<file path="config.mk">
export PLATFORM = sky130hd
export DESIGN_NAME = dma2d_addr_gen
export DESIGN_NICKNAME = d
export VERILOG_FILES = /design/src/rtl/dma2d_pkg.sv /design/src/rtl/dma2d_beat_ctr.sv /design/src/rtl/dma2d_addr_path.sv /design/src/rtl/dma2d_addr_gen.sv
export SDC_FILE = /design/constraint.sdc
export NUM_CORES = 1
export LEC_CHECK = 0
export BUFFER_PORTS_ARGS = -buffer_cell sky130_fd_sc_hd__clkbuf_2
export CORE_MARGIN = 2
export CORE_UTILIZATION = 58
export DETAILED_ROUTE_END_ITERATION = 16
export GPL_ROUTABILITY_DRIVEN = 0
export PLACE_DENSITY = 0.81
export SLEW_MARGIN = 20
export SYNTH_ARGS = -nofsm -noshare
export SYNTH_HDL_FRONTEND = slang
export SYNTH_HIERARCHICAL = 1
export SYNTH_SLANG_ARGS = --single-unit
</file>
<file path="constraint.sdc">
create_clock -name clk -period 3.78 [get_ports clk]
set_clock_uncertainty 0.05 [all_clocks]
set_input_delay 0.567 -clock clk [delete_from_list [all_inputs] [get_ports clk]]
set_output_delay 0.567 -clock clk [all_outputs]
set_load 0.03 [all_outputs]
</file>
<file path="src/rtl/dma2d_pkg.sv">
package dma2d_pkg;

  typedef enum logic [0:0] {
    ST_IDLE = 1'b0,
    ST_RUN  = 1'b1
  } walk_state_t;

endpackage

</file>
<file path="src/rtl/dma2d_beat_ctr.sv">
// Loadable down counter reporting when it has reached zero.
module dma2d_beat_ctr #(
  parameter int W = 12
) (
  input  logic         clk,
  input  logic         rst_n,
  input  logic         load_i,
  input  logic [W-1:0] load_val_i,
  input  logic         dec_i,
  output logic         zero_o
);

  logic [W-1:0] cnt_q;
  logic [W-1:0] cnt_d;
  logic         cnt_en;

  always_comb begin
    cnt_en = load_i | dec_i;
    if (load_i) begin
      cnt_d = load_val_i;
    end else begin
      cnt_d = cnt_q - W'(1);
    end
  end

  always_ff @(posedge clk or negedge rst_n) begin
    if (!rst_n) begin
      cnt_q <= '0;
    end else if (cnt_en) begin
      cnt_q <= cnt_d;
    end
  end

  assign zero_o = (cnt_q == '0);

endmodule

</file>
<file path="src/rtl/dma2d_addr_path.sv">
// Address registers: region origin, pitch, row base and walking address.
module dma2d_addr_path #(
  parameter int ADDR_W    = 32,
  parameter int BUS_BYTES = 4
) (
  input  logic              clk,
  input  logic              rst_n,
  input  logic              load_i,
  input  logic [ADDR_W-1:0] origin_i,
  input  logic [ADDR_W-1:0] pitch_i,
  input  logic              step_beat_i,
  input  logic              step_row_i,
  input  logic              restart_i,
  output logic [ADDR_W-1:0] cur_o
);

  localparam logic [ADDR_W-1:0] BEAT_STEP = ADDR_W'(BUS_BYTES);

  logic [ADDR_W-1:0] origin_q;
  logic [ADDR_W-1:0] pitch_q;
  logic [ADDR_W-1:0] base_q, base_d;
  logic [ADDR_W-1:0] cur_q, cur_d;
  logic              walk_en;
  logic [ADDR_W-1:0] next_row;

  assign next_row = base_q + pitch_q;

  always_comb begin
    walk_en = load_i | restart_i | step_row_i | step_beat_i;
    base_d  = base_q;
    cur_d   = cur_q;
    if (load_i) begin
      base_d = origin_i;
      cur_d  = origin_i;
    end else if (restart_i) begin
      base_d = origin_q;
      cur_d  = origin_q;
    end else if (step_row_i) begin
      base_d = next_row;
      cur_d  = next_row;
    end else if (step_beat_i) begin
      cur_d  = cur_q + BEAT_STEP;
    end
  end

  always_ff @(posedge clk or negedge rst_n) begin
    if (!rst_n) begin
      origin_q <= '0;
      pitch_q  <= '0;
    end else if (load_i) begin
      origin_q <= origin_i;
      pitch_q  <= pitch_i;
    end
  end

  always_ff @(posedge clk or negedge rst_n) begin
    if (!rst_n) begin
      base_q <= '0;
      cur_q  <= '0;
    end else if (walk_en) begin
      base_q <= base_d;
      cur_q  <= cur_d;
    end
  end

  assign cur_o = cur_q;

endmodule

</file>
<file path="src/rtl/dma2d_addr_gen.sv">
// Beat address walker for a rectangular region with optional endless replay.
module dma2d_addr_gen #(
  parameter int ADDR_W    = 32,
  parameter int LEN_W     = 12,
  parameter int BUS_BYTES = 4
) (
  input  logic              clk,
  input  logic              rst_n,
  input  logic              start_i,
  input  logic              abort_i,
  input  logic [ADDR_W-1:0] cfg_addr_i,
  input  logic [LEN_W-1:0]  cfg_xlen_i,
  input  logic [LEN_W-1:0]  cfg_ylen_i,
  input  logic [ADDR_W-1:0] cfg_stride_i,
  input  logic              cfg_cyclic_i,
  output logic              beat_valid_o,
  input  logic              beat_ready_i,
  output logic [ADDR_W-1:0] beat_addr_o,
  output logic              beat_row_last_o,
  output logic              done_o,
  output logic              busy_o,
  output logic [ADDR_W-1:0] cur_addr_o
);

  import dma2d_pkg::*;

  localparam int BEAT_SHIFT = (BUS_BYTES > 1) ? $clog2(BUS_BYTES) : 0;

  walk_state_t      state_q, state_d;
  logic [LEN_W-1:0] xrel_q;
  logic [LEN_W-1:0] yrel_q;
  logic             cyc_q;
  logic             done_q, done_d;

  logic             launch;
  logic             accept;
  logic             x_zero, y_zero;
  logic             x_load, x_dec, y_load, y_dec;
  logic             a_load, a_beat, a_row, a_restart;
  logic [LEN_W-1:0] x_load_val, y_load_val;
  logic [LEN_W-1:0] cfg_beats_m1;
  logic [ADDR_W-1:0] walk_addr;

  assign cfg_beats_m1 = cfg_xlen_i >> BEAT_SHIFT;
  assign launch       = (state_q == ST_IDLE) & start_i & ~abort_i;
  assign beat_valid_o = (state_q == ST_RUN) & ~abort_i;
  assign accept       = beat_valid_o & beat_ready_i;
  assign x_load_val   = launch ? cfg_beats_m1 : xrel_q;
  assign y_load_val   = launch ? cfg_ylen_i   : yrel_q;

  // Next-state and control decode
  always_comb begin
    state_d   = state_q;
    done_d    = 1'b0;
    x_load    = 1'b0;
    x_dec     = 1'b0;
    y_load    = 1'b0;
    y_dec     = 1'b0;
    a_load    = 1'b0;
    a_beat    = 1'b0;
    a_row     = 1'b0;
    a_restart = 1'b0;
    unique case (state_q)
      ST_IDLE: begin
        if (launch) begin
          state_d = ST_RUN;
          x_load  = 1'b1;
          y_load  = 1'b1;
          a_load  = 1'b1;
        end
      end
      ST_RUN: begin
        if (abort_i) begin
          state_d = ST_IDLE;
        end else if (accept) begin
          if (!x_zero) begin
            x_dec  = 1'b1;
            a_beat = 1'b1;
          end else if (!y_zero) begin
            x_load = 1'b1;
            y_dec  = 1'b1;
            a_row  = 1'b1;
          end else if (cyc_q) begin
            x_load    = 1'b1;
            y_load    = 1'b1;
            a_restart = 1'b1;
          end else begin
            state_d = ST_IDLE;
            done_d  = 1'b1;
          end
        end
      end
      default: state_d = ST_IDLE;
    endcase
  end

  always_ff @(posedge clk or negedge rst_n) begin
    if (!rst_n) begin
      state_q <= ST_IDLE;
      done_q  <= 1'b0;
    end else begin
      state_q <= state_d;
      done_q  <= done_d;
    end
  end

  // Configuration captured at launch only
  always_ff @(posedge clk or negedge rst_n) begin
    if (!rst_n) begin
      xrel_q <= '0;
      yrel_q <= '0;
      cyc_q  <= 1'b0;
    end else if (launch) begin
      xrel_q <= cfg_beats_m1;
      yrel_q <= cfg_ylen_i;
      cyc_q  <= cfg_cyclic_i;
    end
  end

  dma2d_beat_ctr #(.W(LEN_W)) u_col_ctr (
    .clk        (clk),
    .rst_n      (rst_n),
    .load_i     (x_load),
    .load_val_i (x_load_val),
    .dec_i      (x_dec),
    .zero_o     (x_zero)
  );

  dma2d_beat_ctr #(.W(LEN_W)) u_row_ctr (
    .clk        (clk),
    .rst_n      (rst_n),
    .load_i     (y_load),
    .load_val_i (y_load_val),
    .dec_i      (y_dec),
    .zero_o     (y_zero)
  );

  dma2d_addr_path #(.ADDR_W(ADDR_W), .BUS_BYTES(BUS_BYTES)) u_addr (
    .clk         (clk),
    .rst_n       (rst_n),
    .load_i      (a_load),
    .origin_i    (cfg_addr_i),
    .pitch_i     (cfg_stride_i),
    .step_beat_i (a_beat),
    .step_row_i  (a_row),
    .restart_i   (a_restart),
    .cur_o       (walk_addr)
  );

  assign beat_addr_o     = walk_addr;
  assign cur_addr_o      = walk_addr;
  assign beat_row_last_o = beat_valid_o & x_zero;
  assign busy_o          = (state_q == ST_RUN);
  assign done_o          = done_q;

endmodule

</file>
==> impl_metrics.py <==
metrics = {
    "status": {
        "status": "complete, no violations",
    },
    "detailed_routing": {
        "ant_nets": 0,
        "vias_per_cell": 6.02,
        "drc": 0,
        "wire_per_inst_um": 17.6,
        "vias": 8865,
        "drt_iter0_markers": 836,
        "drt-total-wl_um": 26000,
        "drt_pass1_iterations": 6,
    },
    "power": {
        "power_frac_comb": 0.423,
        "clkPwrFrac": 0.216,
        "p_leak_nw": 5.33,
        "power_switching_mw": 3.37,
        "p_per_area_nw_per_um2": 680,
        "p_int_mw": 4.81,
        "ir_drop_uv": 329,
        "power.share.sequential": 0.361,
        "p_total_mw": 8.18,
        "netSwitchingFraction": 0.412,
    },
    "synthesis": {
        "yosysTopAreaCellShare": 0.423,
        "async_flop_share": 1.00,
        "ys_types": 74,
        "yosys_warnings": 6,
        "synthesis.nets": 1250,
        "ys_seq_elements": 179,
        "synth_top_cell_by_area": "dfrtp_1",
        "syn_inst": 1119,
        "syn_area_um2": 10600,
        "synth_common_cells": "dfrtp_1 (179), nand2_1 (116), a21oi_1 (93)",
        "yosysMostFrequentCell": "dfrtp_1",
        "ys.flop_type": "dfrtp_1",
        "avgSynthCellArea_um2": 9.47,
        "ys_seq_area_frac": 0.423,
        "synth_edf_count": 0,
        "synth_area_leaders": "dfrtp_1 (42%), mux2_2 (6.8%), a21oi_1 (4.4%)",
    },
    "cts": {
        "numClockSinks": 179,
        "root_buffer": "clkbuf_16",
        "ctsHtreeMaxLevel": 4,
        "clk_pin_slew_ns": 0.06,
        "cts_tree": "yes",
        "cts_made_buffers": 17,
        "clockBufferDepth": 2,
        "clk_latency_ns": 0.42,
        "cts_hold_buf": 0,
    },
    "cells_and_area": {
        "area_growth_pct": 13.5,
        "diodes": 0,
        "nets": 1362,
        "final_layout_size_suffix_gt1_frac": 0.251,
        "fillers": 1415,
    },
    "run": {
        "drv_cap": 0,
    },
    "die": {
        "die_w_um": 139,
        "fp.dieH_um": 139,
        "dieArea_um2": 19400,
        "row_count": 49,
        "initial_core_util": 0.590,
        "core_area_um2": 18000,
        "ios": 162,
    },
    "sta": {
        "layout_setup_ws_ns": 0.252,
        "relSlewSlack": 0.470,
        "worst_pin_slew_ns": 0.791,
        "fmax_ghz": 0.283,
        "fin_crit_ns": 3.53,
        "min_period_over_period": 0.933,
        "setup-violations-final": 0,
        "hold_viol": 0,
        "drv_slew": 0,
    },
    "global_routing": {
        "antenna_found_initial": 0,
        "track_usage": 0.274,
        "grt_first_pass_wirelength_um": 43000,
        "grt_overflow": 0,
        "grt_pass1_vias": 8550,
        "grt_max_degree": 91,
    },
    "critical_path": {
        "end_kind": "flop",
        "arrival_ns": 3.79,
        "cp-start-kind": "flop",
        "path_class": "flop to flop",
        "critPathRequiredTime_ns": 4.04,
        "cp_max_fo": 15,
    },
    "placement": {
        "pre_cts_ws_ns": 0.0253,
        "io_buffer_count": 159,
        "hpwl_um": 18600,
    },
    "worst_hold_path": {
        "hold_path.class": "input port to asynchronous set/reset pin",
    },
}
power groups by stage:
stage                     clock network (mW)  logic, mW  registers [mW]
after global placement                     0       3.32            2.95
after floorplan                            0       2.53            3.06
final                                   1.76       3.46            2.95
after CTS                               1.80       3.42            2.94
after global routing                    1.89       3.78            3.02
after detailed placement                   0       3.39            2.97
layout make-up:
| cell class | instances | area (µm²) | area share |
|---|---|---|---|
| Multi-Input combinational cell | 818 | 5540 | 0.461 |
| Tap cell | 229 | 287 | 0.0238 |
| Sequential cell | 179 | 4480 | 0.372 |
| Clock buffer | 21 | 460 | 0.0383 |
| Inverter | 30 | 113 | 0.00936 |
| Clock inverter | 11 | 128 | 0.0106 |
| Timing Repair Buffer | 185 | 1020 | 0.0850 |
stage by stage:
| stage | TNS [ns] | util | area (µm²) | hold WS (ns) | instances |
|---|---|---|---|---|---|
| 6_report | 0 | 0.670 | 12000 | 0.0578 | 1473 |
| 5_1_grt | -0.0286 | 0.670 | 12000 | 0.0914 | 1473 |
| 4_1_cts | 0 | 0.669 | 12000 | 0.0690 | 1473 |
| 3_5_place_dp | 0 | 0.636 | 11400 | 0.425 | 1440 |
| 3_3_place_gp | 0 | 0.636 | 11400 | 0.415 | 1440 |
| 2_1_floorplan | 0 | - | 10600 | 0.221 | 1119 |
per-layer routing:
layer,part of all wire,GRT usage,up-vias
met4,0.023,0.0920,0
met3,0.072,0.0439,47
met2,0.47,0.440,391
met5,0,0,-
met1,0.43,0.384,4245
li1,-,-,4182
sequential cells by signal (all words and copies together), names as in the netlist:
| register | count |
|---|---|
| busy_o | 1 |
| u_addr/cur_o | 32 |
| yrel_q | 12 |
| u_addr/pitch_q | 32 |
| done_o | 1 |
| xrel_q | 12 |
| u_col_ctr/cnt_q | 12 |
| u_addr/base_q | 32 |
| u_addr/origin_q | 32 |
| u_row_ctr/cnt_q | 12 |
| cyc_q | 1 |
placed cells by master, fill, tap and decap left out, types with 6 or more instances in the layout:
cell         n
o31ai_1      7
mux2_2      64
ha_1        36
a31oi_1     17
o21a_1       6
a211oi_1     7
a21o_1      24
nor3_1       9
buf_4       24
clkbuf_16   17
o22ai_1      7
nand2_1    116
o21ai_1     14
dfrtp_1    179
nand3_1     25
nand4_1     13
and3_1      12
o211ai_1    10
nor2_1      71
clkbuf_2   158
o21ai_0     90
nor2b_1     15
nand2b_1    11
a21oi_1     93
xor2_1      27
xnor2_1     44
inv_1       30
worst paths after layout:
| check | startpoint | end | slack, ns | depth (start not counted) |
|---|---|---|---|---|
| max in group asynchronous | rst_n | u_addr/base_q[23] | 2.81 | 2 |
| min reg2reg | u_addr/base_q[0] | u_addr/base_q[0] | 0.44 | 1 |
| min | rst_n | yrel_q[5] | 0.06 | 1 |
| max reg2reg | u_col_ctr/cnt_q[0] | u_addr/cur_o[26] | 0.25 | 14 |
| min in group clk | cfg_stride_i[11] | u_addr/pitch_q[11] | 0.32 | 2 |
| max | u_col_ctr/cnt_q[0] | u_addr/cur_o[26] | 0.25 | 14 |
critical path: stages (launching register included):
cell and delay [ns]:
dfrtp_1 0.40, inv_1 0.09, ha_1 0.16, or4b_2 0.63
nor3_2 0.29, nand4b_1 0.16, buf_4 0.19, nor2_4 0.11
buf_4 0.23, or2_2 0.21, or3_1 0.15, nand2_1 0.21
a221oi_1 0.29, o21ai_1 0.10, o221a_2 0.13
timing repair:
item | CTS | global route
pin swaps | 1 | 0
resized for setup | 0 | 3
endpoints found under the setup margin | 1 | 19
buffers inserted | 1 | 0
cell families (layout without fill, tap and decap cells):
family / Yosys count / in the layout / synth area share
AOI/OAI and AO/OA: 323 / 323 / 0.189
and+or+nand+nor: 314 / 314 / 0.148
DFF: 179 / 179 / 0.423
buffers and inverters: 122 / 247 / 0.0577
xor gates and xnor gates: 72 / 72 / 0.0608
muxes: 72 / 72 / 0.0774
adders and majority gates: 37 / 37 / 0.0444
(Power assumes the default switching activity.)
